--- config.mk ---
export PLATFORM = sky130hd
export DESIGN_NAME = lpm_wake_ctrl
export DESIGN_NICKNAME = d
export VERILOG_FILES = /design/src/rtl/lpm_wake_pkg.sv /design/src/rtl/lpm_edge_detect.sv /design/src/rtl/lpm_flag_bank.sv /design/src/rtl/lpm_mode_fsm.sv /design/src/rtl/lpm_wake_ctrl.sv
export SDC_FILE = /design/constraint.sdc
export NUM_CORES = 1
export LEC_CHECK = 0
export BUFFER_PORTS_ARGS = -buffer_cell sky130_fd_sc_hd__buf_4
export CAP_MARGIN = 20
export CORE_MARGIN = 2
export CORE_UTILIZATION = 45
export CTS_BUF_LIST = sky130_fd_sc_hd__clkbuf_16
export CTS_CLUSTER_DIAMETER = 40
export DETAILED_ROUTE_END_ITERATION = 10
export PLACE_DENSITY = 0.77
export SLEW_MARGIN = 5
export SYNTH_ARGS = -nofsm -noshare
export SYNTH_HDL_FRONTEND = slang
export SYNTH_SLANG_ARGS = --single-unit
--- constraint.sdc ---
create_clock -name clk -period 2.81 [get_ports clk]
set_input_delay 0 -clock clk [delete_from_list [all_inputs] [get_ports clk]]
set_output_delay 0 -clock clk [all_outputs]
set_load 0.01 [all_outputs]
--- src/rtl/lpm_wake_pkg.sv ---
package lpm_wake_pkg;
    localparam int REG_W     = 8;
    localparam int NUM_FLAGS = 5;
    localparam int NUM_EN    = 4;
    localparam int BIT_SLEEP = 7;
    localparam int BIT_SUSP  = 6;
    localparam int BIT_CLR   = 5;
    localparam int BIT_PIN   = 4;

    typedef enum logic [1:0] {
        MODE_RUN     = 2'd0,
        MODE_SLEEP   = 2'd1,
        MODE_SUSPEND = 2'd2
    } lpm_mode_e;

    typedef struct packed {
        lpm_mode_e mode;
        logic      wake;
    } fsm_state_t;
endpackage

--- src/rtl/lpm_edge_detect.sv ---
module lpm_edge_detect #(
    parameter bit FALLING  = 1'b0,
    parameter bit PREV_RST = 1'b0
) (
    input  logic clk,
    input  logic rst,
    input  logic lvl,
    output logic hit
);
    logic prev_d, prev_q;

    always_comb begin
        prev_d = lvl;
        if (FALLING) hit = prev_q & ~lvl;
        else         hit = ~prev_q & lvl;
    end

    always_ff @(posedge clk) begin
        if (rst) prev_q <= PREV_RST;
        else     prev_q <= prev_d;
    end
endmodule

--- src/rtl/lpm_flag_bank.sv ---
module lpm_flag_bank #(
    parameter int N = 5
) (
    input  logic         clk,
    input  logic         rst,
    input  logic [N-1:0] evt,
    input  logic         clr,
    output logic [N-1:0] flags
);
    logic [N-1:0] flags_d, flags_q;

    always_comb begin
        for (int i = 0; i < N; i++) begin
            flags_d[i] = (flags_q[i] & ~clr) | evt[i];
        end
    end

    always_ff @(posedge clk) begin
        if (rst) flags_q <= '0;
        else     flags_q <= flags_d;
    end

    assign flags = flags_q;
endmodule

--- src/rtl/lpm_mode_fsm.sv ---
module lpm_mode_fsm
    import lpm_wake_pkg::*;
(
    input  logic      clk,
    input  logic      rst,
    input  logic      req_sleep,
    input  logic      req_susp,
    input  logic      any_flag,
    input  logic      wake_hit,
    output lpm_mode_e mode_o,
    output logic      wake_o
);
    fsm_state_t st_d, st_q;

    always_comb begin
        st_d      = st_q;
        st_d.wake = 1'b0;
        unique case (st_q.mode)
            MODE_RUN: begin
                if (!any_flag) begin
                    if (req_sleep)     st_d.mode = MODE_SLEEP;
                    else if (req_susp) st_d.mode = MODE_SUSPEND;
                end
            end
            MODE_SLEEP, MODE_SUSPEND: begin
                if (wake_hit) begin
                    st_d.mode = MODE_RUN;
                    st_d.wake = 1'b1;
                end
            end
            default: st_d.mode = MODE_RUN;
        endcase
    end

    always_ff @(posedge clk) begin
        if (rst) begin
            st_q.mode <= MODE_RUN;
            st_q.wake <= 1'b0;
        end else begin
            st_q <= st_d;
        end
    end

    assign mode_o = st_q.mode;
    assign wake_o = st_q.wake;
endmodule

--- src/rtl/lpm_wake_ctrl.sv ---
module lpm_wake_ctrl
    import lpm_wake_pkg::*;
(
    input  logic       clk,
    input  logic       rst,
    input  logic       wr_en,
    input  logic [7:0] wr_data,
    output logic [7:0] rd_data,
    input  logic       pin_rst_lvl,
    input  logic       osc_fail_evt,
    input  logic       alarm_evt,
    input  logic       match_evt,
    input  logic       cmp_lvl,
    output logic [1:0] mode,
    output logic       wake_req,
    output logic       osc_clk_en
);
    localparam int PAD_W = REG_W - NUM_FLAGS;

    logic [NUM_EN-1:0]    en_d, en_q;
    logic [NUM_FLAGS-1:0] evt, flags;
    logic                 pin_fall, cmp_rise, wake_hit;
    lpm_mode_e            mode_e;

    lpm_edge_detect #(.FALLING(1'b1), .PREV_RST(1'b0)) u_pin_edge (
        .clk(clk), .rst(rst), .lvl(pin_rst_lvl), .hit(pin_fall)
    );

    lpm_edge_detect #(.FALLING(1'b0), .PREV_RST(1'b1)) u_cmp_edge (
        .clk(clk), .rst(rst), .lvl(cmp_lvl), .hit(cmp_rise)
    );

    assign evt = {pin_fall, osc_fail_evt, alarm_evt, match_evt, cmp_rise};

    lpm_flag_bank #(.N(NUM_FLAGS)) u_flags (
        .clk(clk), .rst(rst), .evt(evt),
        .clr(wr_en & wr_data[BIT_CLR]), .flags(flags)
    );

    always_comb begin
        en_d = en_q;
        if (wr_en) en_d = wr_data[NUM_EN-1:0];
        wake_hit = flags[BIT_PIN] | (|(flags[NUM_EN-1:0] & en_q));
    end

    always_ff @(posedge clk) begin
        if (rst) en_q <= '0;
        else     en_q <= en_d;
    end

    lpm_mode_fsm u_fsm (
        .clk(clk), .rst(rst),
        .req_sleep(wr_en & wr_data[BIT_SLEEP]),
        .req_susp(wr_en & wr_data[BIT_SUSP]),
        .any_flag(|flags), .wake_hit(wake_hit),
        .mode_o(mode_e), .wake_o(wake_req)
    );

    assign mode       = mode_e;
    assign rd_data    = {{PAD_W{1'b0}}, flags};
    assign osc_clk_en = (mode_e == MODE_RUN) | (|flags);
endmodule

After elaboration in Yosys (flattened, before gate mapping)
Cells that the tools add are included.
{"block": "word_totals", "regBits": 14, "latch_bits": 0, "ramBits": 0, "mem_bits_ro": 0, "in_bits": 16, "output_inout_bits": 12, "wordCells": 44, "memories": 0}
{"block": "classes", "n_addsub": 0, "n_mul": 0, "div": 0, "order_cmp": 0, "eq_ne": 5, "n_shift": 0, "mux": 5, "n_bitwise": 22, "n_reduce_logical": 6}
{"operator": "1-bit bitwise AND", "count": 10}
{"operator": "1-bit OR", "count": 7}
{"operator": "2-bit two-way mux", "count": 3}
{"operator": "5-bit OR reduction", "count": 1}
{"operator": "4-bit bitwise AND", "count": 1}
{"operator": "1-bit NOT", "count": 4}
{"operator": "2-bit one-hot mux with 2 select lines", "count": 1}
{"operator": "2-bit OR reduction", "count": 2}
{"operator": "4-bit OR reduction", "count": 1}
{"operator": "3-bit two-way mux", "count": 1}
{"operator": "3-bit by 1-bit != test with 1-bit output (second input constant)", "count": 1}
{"operator": "3-bit AND reduction", "count": 1}
{"operator": "2-bit by 1-bit == test with 1-bit output (second input constant)", "count": 1}
{"operator": "2-bit == test (second input constant)", "count": 1}
{"operator": "2-bit zero test", "count": 1}
{"operator": "2-bit by 1-bit != test with 1-bit output (second input constant)", "count": 1}
{"operator": "2-bit != test (second input constant)", "count": 1}

Depth between registers and ports, before layout
{"block": "depth", "ltp_word": 5, "ltp_mapped": 5}

Modules after synthesis
Synthesis repeated with hierarchy kept, for this count alone.
{"block": "unflattened", "hier_cells": 70, "hier_area_um2": 631.9}
{"mod": "lpm_wake_ctrl", "instances": 1, "cells_per_inst": 27, "area_each_um2": 226.5, "seq_area_each_um2": 80.1}
{"mod": "lpm_flag_bank", "instances": 1, "cells_per_inst": 20, "area_each_um2": 175.2, "seq_area_each_um2": 100.1}
{"mod": "lpm_mode_fsm", "instances": 1, "cells_per_inst": 17, "area_each_um2": 162.7, "seq_area_each_um2": 60.1}
{"mod": "lpm_edge_detect (u_pin_edge)", "instances": 1, "cells_per_inst": 3, "area_each_um2": 35.0, "seq_area_each_um2": 20.0}
{"mod": "lpm_edge_detect (u_cmp_edge)", "instances": 1, "cells_per_inst": 3, "area_each_um2": 32.5, "seq_area_each_um2": 20.0}

Least setup slack after synthesis
Ideal clock, no wire load.
{"block": "synth_timing", "path_type": "register -> register", "start": "register u_flags.flags_q[1], in the netlist u_flags.flags[1]", "end": "register, netlist name u_fsm.mode_o[0]", "t_arrival_ns": 1.381, "path_slack_ns": 1.345, "stages_incl_launch_ff": 5, "n_path_buf": 0, "period_less_slack_ns": 1.465, "cell_sequence": "dfxtp_1 -> or3_4 -> o41ai_4 -> nand2_2 -> o31ai_2"}
{"block": "synth_between", "elab_chain_cells": 5, "elab_cells_between_ends": 7}
{"element": "from (decl)", "line": "lpm_flag_bank.sv:10", "text": "logic [N-1:0] flags_d, flags_q;"}
{"element": "from (signal assigned)", "line": "lpm_flag_bank.sv:20", "text": "else flags_q <= flags_d;"}
{"element": "4-bit bitwise AND", "line": "lpm_wake_ctrl.sv:43", "text": "wake_hit = flags[BIT_PIN] | (|(flags[NUM_EN-1:0] & en_q));"}
{"element": "4-bit OR reduction", "line": "lpm_wake_ctrl.sv:43"}
{"element": "1-bit OR", "line": "lpm_wake_ctrl.sv:43"}
{"element": "2-bit by 1-bit != test with 1-bit output (no source line)"}
{"element": "3-bit AND reduction (no source line) (*)"}
Mark *: on every way between the ends. The rest lies on a longest branch, timed or not.
A chain may end at the register's enable or synchronous reset.

Final worst setup path
{"block": "layout_timing", "start": "register u_flags.flags_q[1], in the netlist u_flags.flags[1]", "end": "output port osc_clk_en"}
{"block": "layout_between", "elab_chain_cells": 2}
{"element": "5-bit OR reduction", "line": "lpm_wake_ctrl.sv:61", "text": "assign osc_clk_en = (mode_e == MODE_RUN) | (|flags);"}
{"element": "1-bit OR", "line": "lpm_wake_ctrl.sv:61"}
{"element": "to (decl)", "line": "lpm_wake_ctrl.sv:16", "text": "output logic osc_clk_en"}
No other way between the ends.

==> out/metrics.yaml <==
grt_pass1_wl_mm: 2.23
maxCapViolations: 0
htree_levels: 1
status: "finished, final reports clean"
fp.coreArea_um2: 1280
die_w_um: 40.7
ys_ff_latch: 14
clk_pin_slew_worst_paths_ns: 0.05
yosysUniqueCellTypes: 23
cpPeakStageDelay_ns: 0.54
cts-resized-gates: 0
cts_tree: "built"
fin_tns_setup_ns: 0
dieHeight_um: 40.7
skew_ns: 0.00162
drive_above_1_share: 0.374
vias: 560
fmax_mhz: 590
ios: 28
ctsHoldBuffers: 4
dieArea_um2: 1660
grt_pass1_vias: 507
cts_buffer_depth: 2
cts_root_buf: "clkbuf_16"
critPathSlowestCell: "or4_2"
rsz0062_at_grt: "no"
ir_drop_uv: 769
grt_remaining_overflow: 0
finalHoldViolations: 0
final_cell_mix: "buf_4, dfxtp_1, nor2_1, a21oi_1"
fin_crit_ns: 1.69
drtIter0Drc: 16
wl_per_cell_um: 13.5
vias_per_cell: 5.28
num_antenna_cells: 0
gp_congestion: 0.726
clkSinkCount: 14
antenna_left: 0
areaGrowthSynthToFinish_pct: 47.2
cp_top_family: "simple AND/OR/NAND/NOR gates"
routed_wl_mm: 1.43
yosysWarnings: 0
fin_crit_sh: 0.603
mostFrequentLayoutCell: "buf_4"
antenna_found_initial: 0
crit_buf_inv: 1
track_usage: 0.213
worst_hold_path_type: "input port to flop"
syn_area_per_cell_um2: 9.63
crit_fanout: 4
cts_buffers: 3
start_util: 0.472
power_mw: 0.651
place_hpwl_um: 913
layout.nets: 109
critPathKind: "flop to primary output"
cp_cell_sequence: "or3_4, or4_2, buf_4"
required_ns: 2.81
power_density_nw_per_um2: 729
drc: 0
synth_area_um2: 607
port_buffers: 23
cp-start-kind: "flop"
holdWs_ns: 0.00188
cts_setup_buffers: 0
slew_viol_final: 0
first_pass_iters: 4
cp.arrival_ns: 1.69
clock_latency_ns: 0.24
leakagePower_nw: 0.400
rows: 13
netlist_instances: 63
grt_max_degree: 16
worstSetupEndpointType: "primary output"
seq_area_frac_synth: 0.462
setup_viol: 0
-- layer usage --
| layer | routed length [um] | track usage |
|---|---|---|
| met5 | 0 | 0 |
| met4 | 22 | 0.100 |
| met3 | 81 | 0.0652 |
| met2 | 781 | 0.393 |
| met1 | 541 | 0.214 |
-- sequential cells by signal (all words and copies together) (netlist names) --
name / count
u_flags.flags: 5
en_q: 4
u_fsm.mode_o: 2
u_cmp_edge.prev_q: 1
u_pin_edge.prev_q: 1
u_fsm.wake_o: 1
-- per-stage QoR --
step | cell area (um^2) | std cells | util | setup WS (ns)
3_5_place_dp | 774 | 98 | 0.603 | 1.30
6_report | 893 | 106 | 0.695 | 1.12
5_1_grt | 893 | 106 | 0.695 | 1.08
3_3_place_gp | 774 | 98 | 0.603 | 1.31
4_1_cts | 893 | 106 | 0.695 | 1.11
2_1_floorplan | 614 | 65 | - | 1.35
-- worst paths after layout --
path | start | to | slack (ns) | cells past startpoint
hold reg to reg | en_q[0] | en_q[0] | 0.53 | 2
hold / removal | wr_data[3] | en_q[3] | 0.002 | 3
setup reg to reg | u_flags.flags[1] | u_fsm.mode_o[0] | 1.26 | 4
setup / recovery | u_flags.flags[1] | osc_clk_en | 1.12 | 3
-- cells in the mapped netlist --
cell type  instances  area share
inv_1              2       0.012
or2_2              1       0.010
or3_4              1       0.019
nand2b_1           3       0.031
clkbuf_1           1      0.0062
a21oi_1            7       0.058
or4_2              1       0.014
ha_1               1       0.021
nand2_1            2       0.012
a211o_2            2       0.033
nand3_1            1      0.0082
o21ai_0            2       0.016
nor2_1             9       0.056
conb_1             1      0.0062
o31ai_2            1       0.021
dfxtp_1           14        0.46
buf_4              3       0.037
buf_2              1      0.0082
nor2b_1            3       0.031
nand2_2            1       0.010
o41ai_4            1       0.045
a222oi_1           1       0.016
mux2i_1            4       0.066
-- cell families (layout without fill, tap and decap cells) --
family,after synthesis,count (layout),share of synthesized area
buffers and inverters,7,33,0.0639
DFF,14,14,0.462
AOI/OAI and AO/OA,14,14,0.190
and+or+nand+nor,22,22,0.192
adders and majority gates,1,1,0.0206
muxes,4,4,0.0660
other,1,3,0.00618
-- area by class of cell --
type | instances | area [um^2]
fill | 99 | 392
timing repair buffer | 27 | 213
clock buffer | 3 | 75.1
inverter | 2 | 7.51
sequential | 14 | 280
multi-input combinational | 44 | 295
clock inverter | 1 | 3.75
tap | 15 | 18.8
-- power by group --
| part | switching (mW) | leakage (nW) | internal, mW |
|---|---|---|---|
| combinational | 0.0754 | 0.246 | 0.0809 |
| sequential | 0.0131 | 0.116 | 0.218 |
| clock | 0.0765 | 0.0385 | 0.188 |
| total | 0.165 | 0.400 | 0.486 |
-- worst reg2reg max path: stages, from the launching register on --
cell and delay, ns:
dfxtp_1 0.34, or3_4 0.41, o41ai_4 0.36, nand2_2 0.11, o31ai_2 0.24
Power figures use the tool's default switching activity.
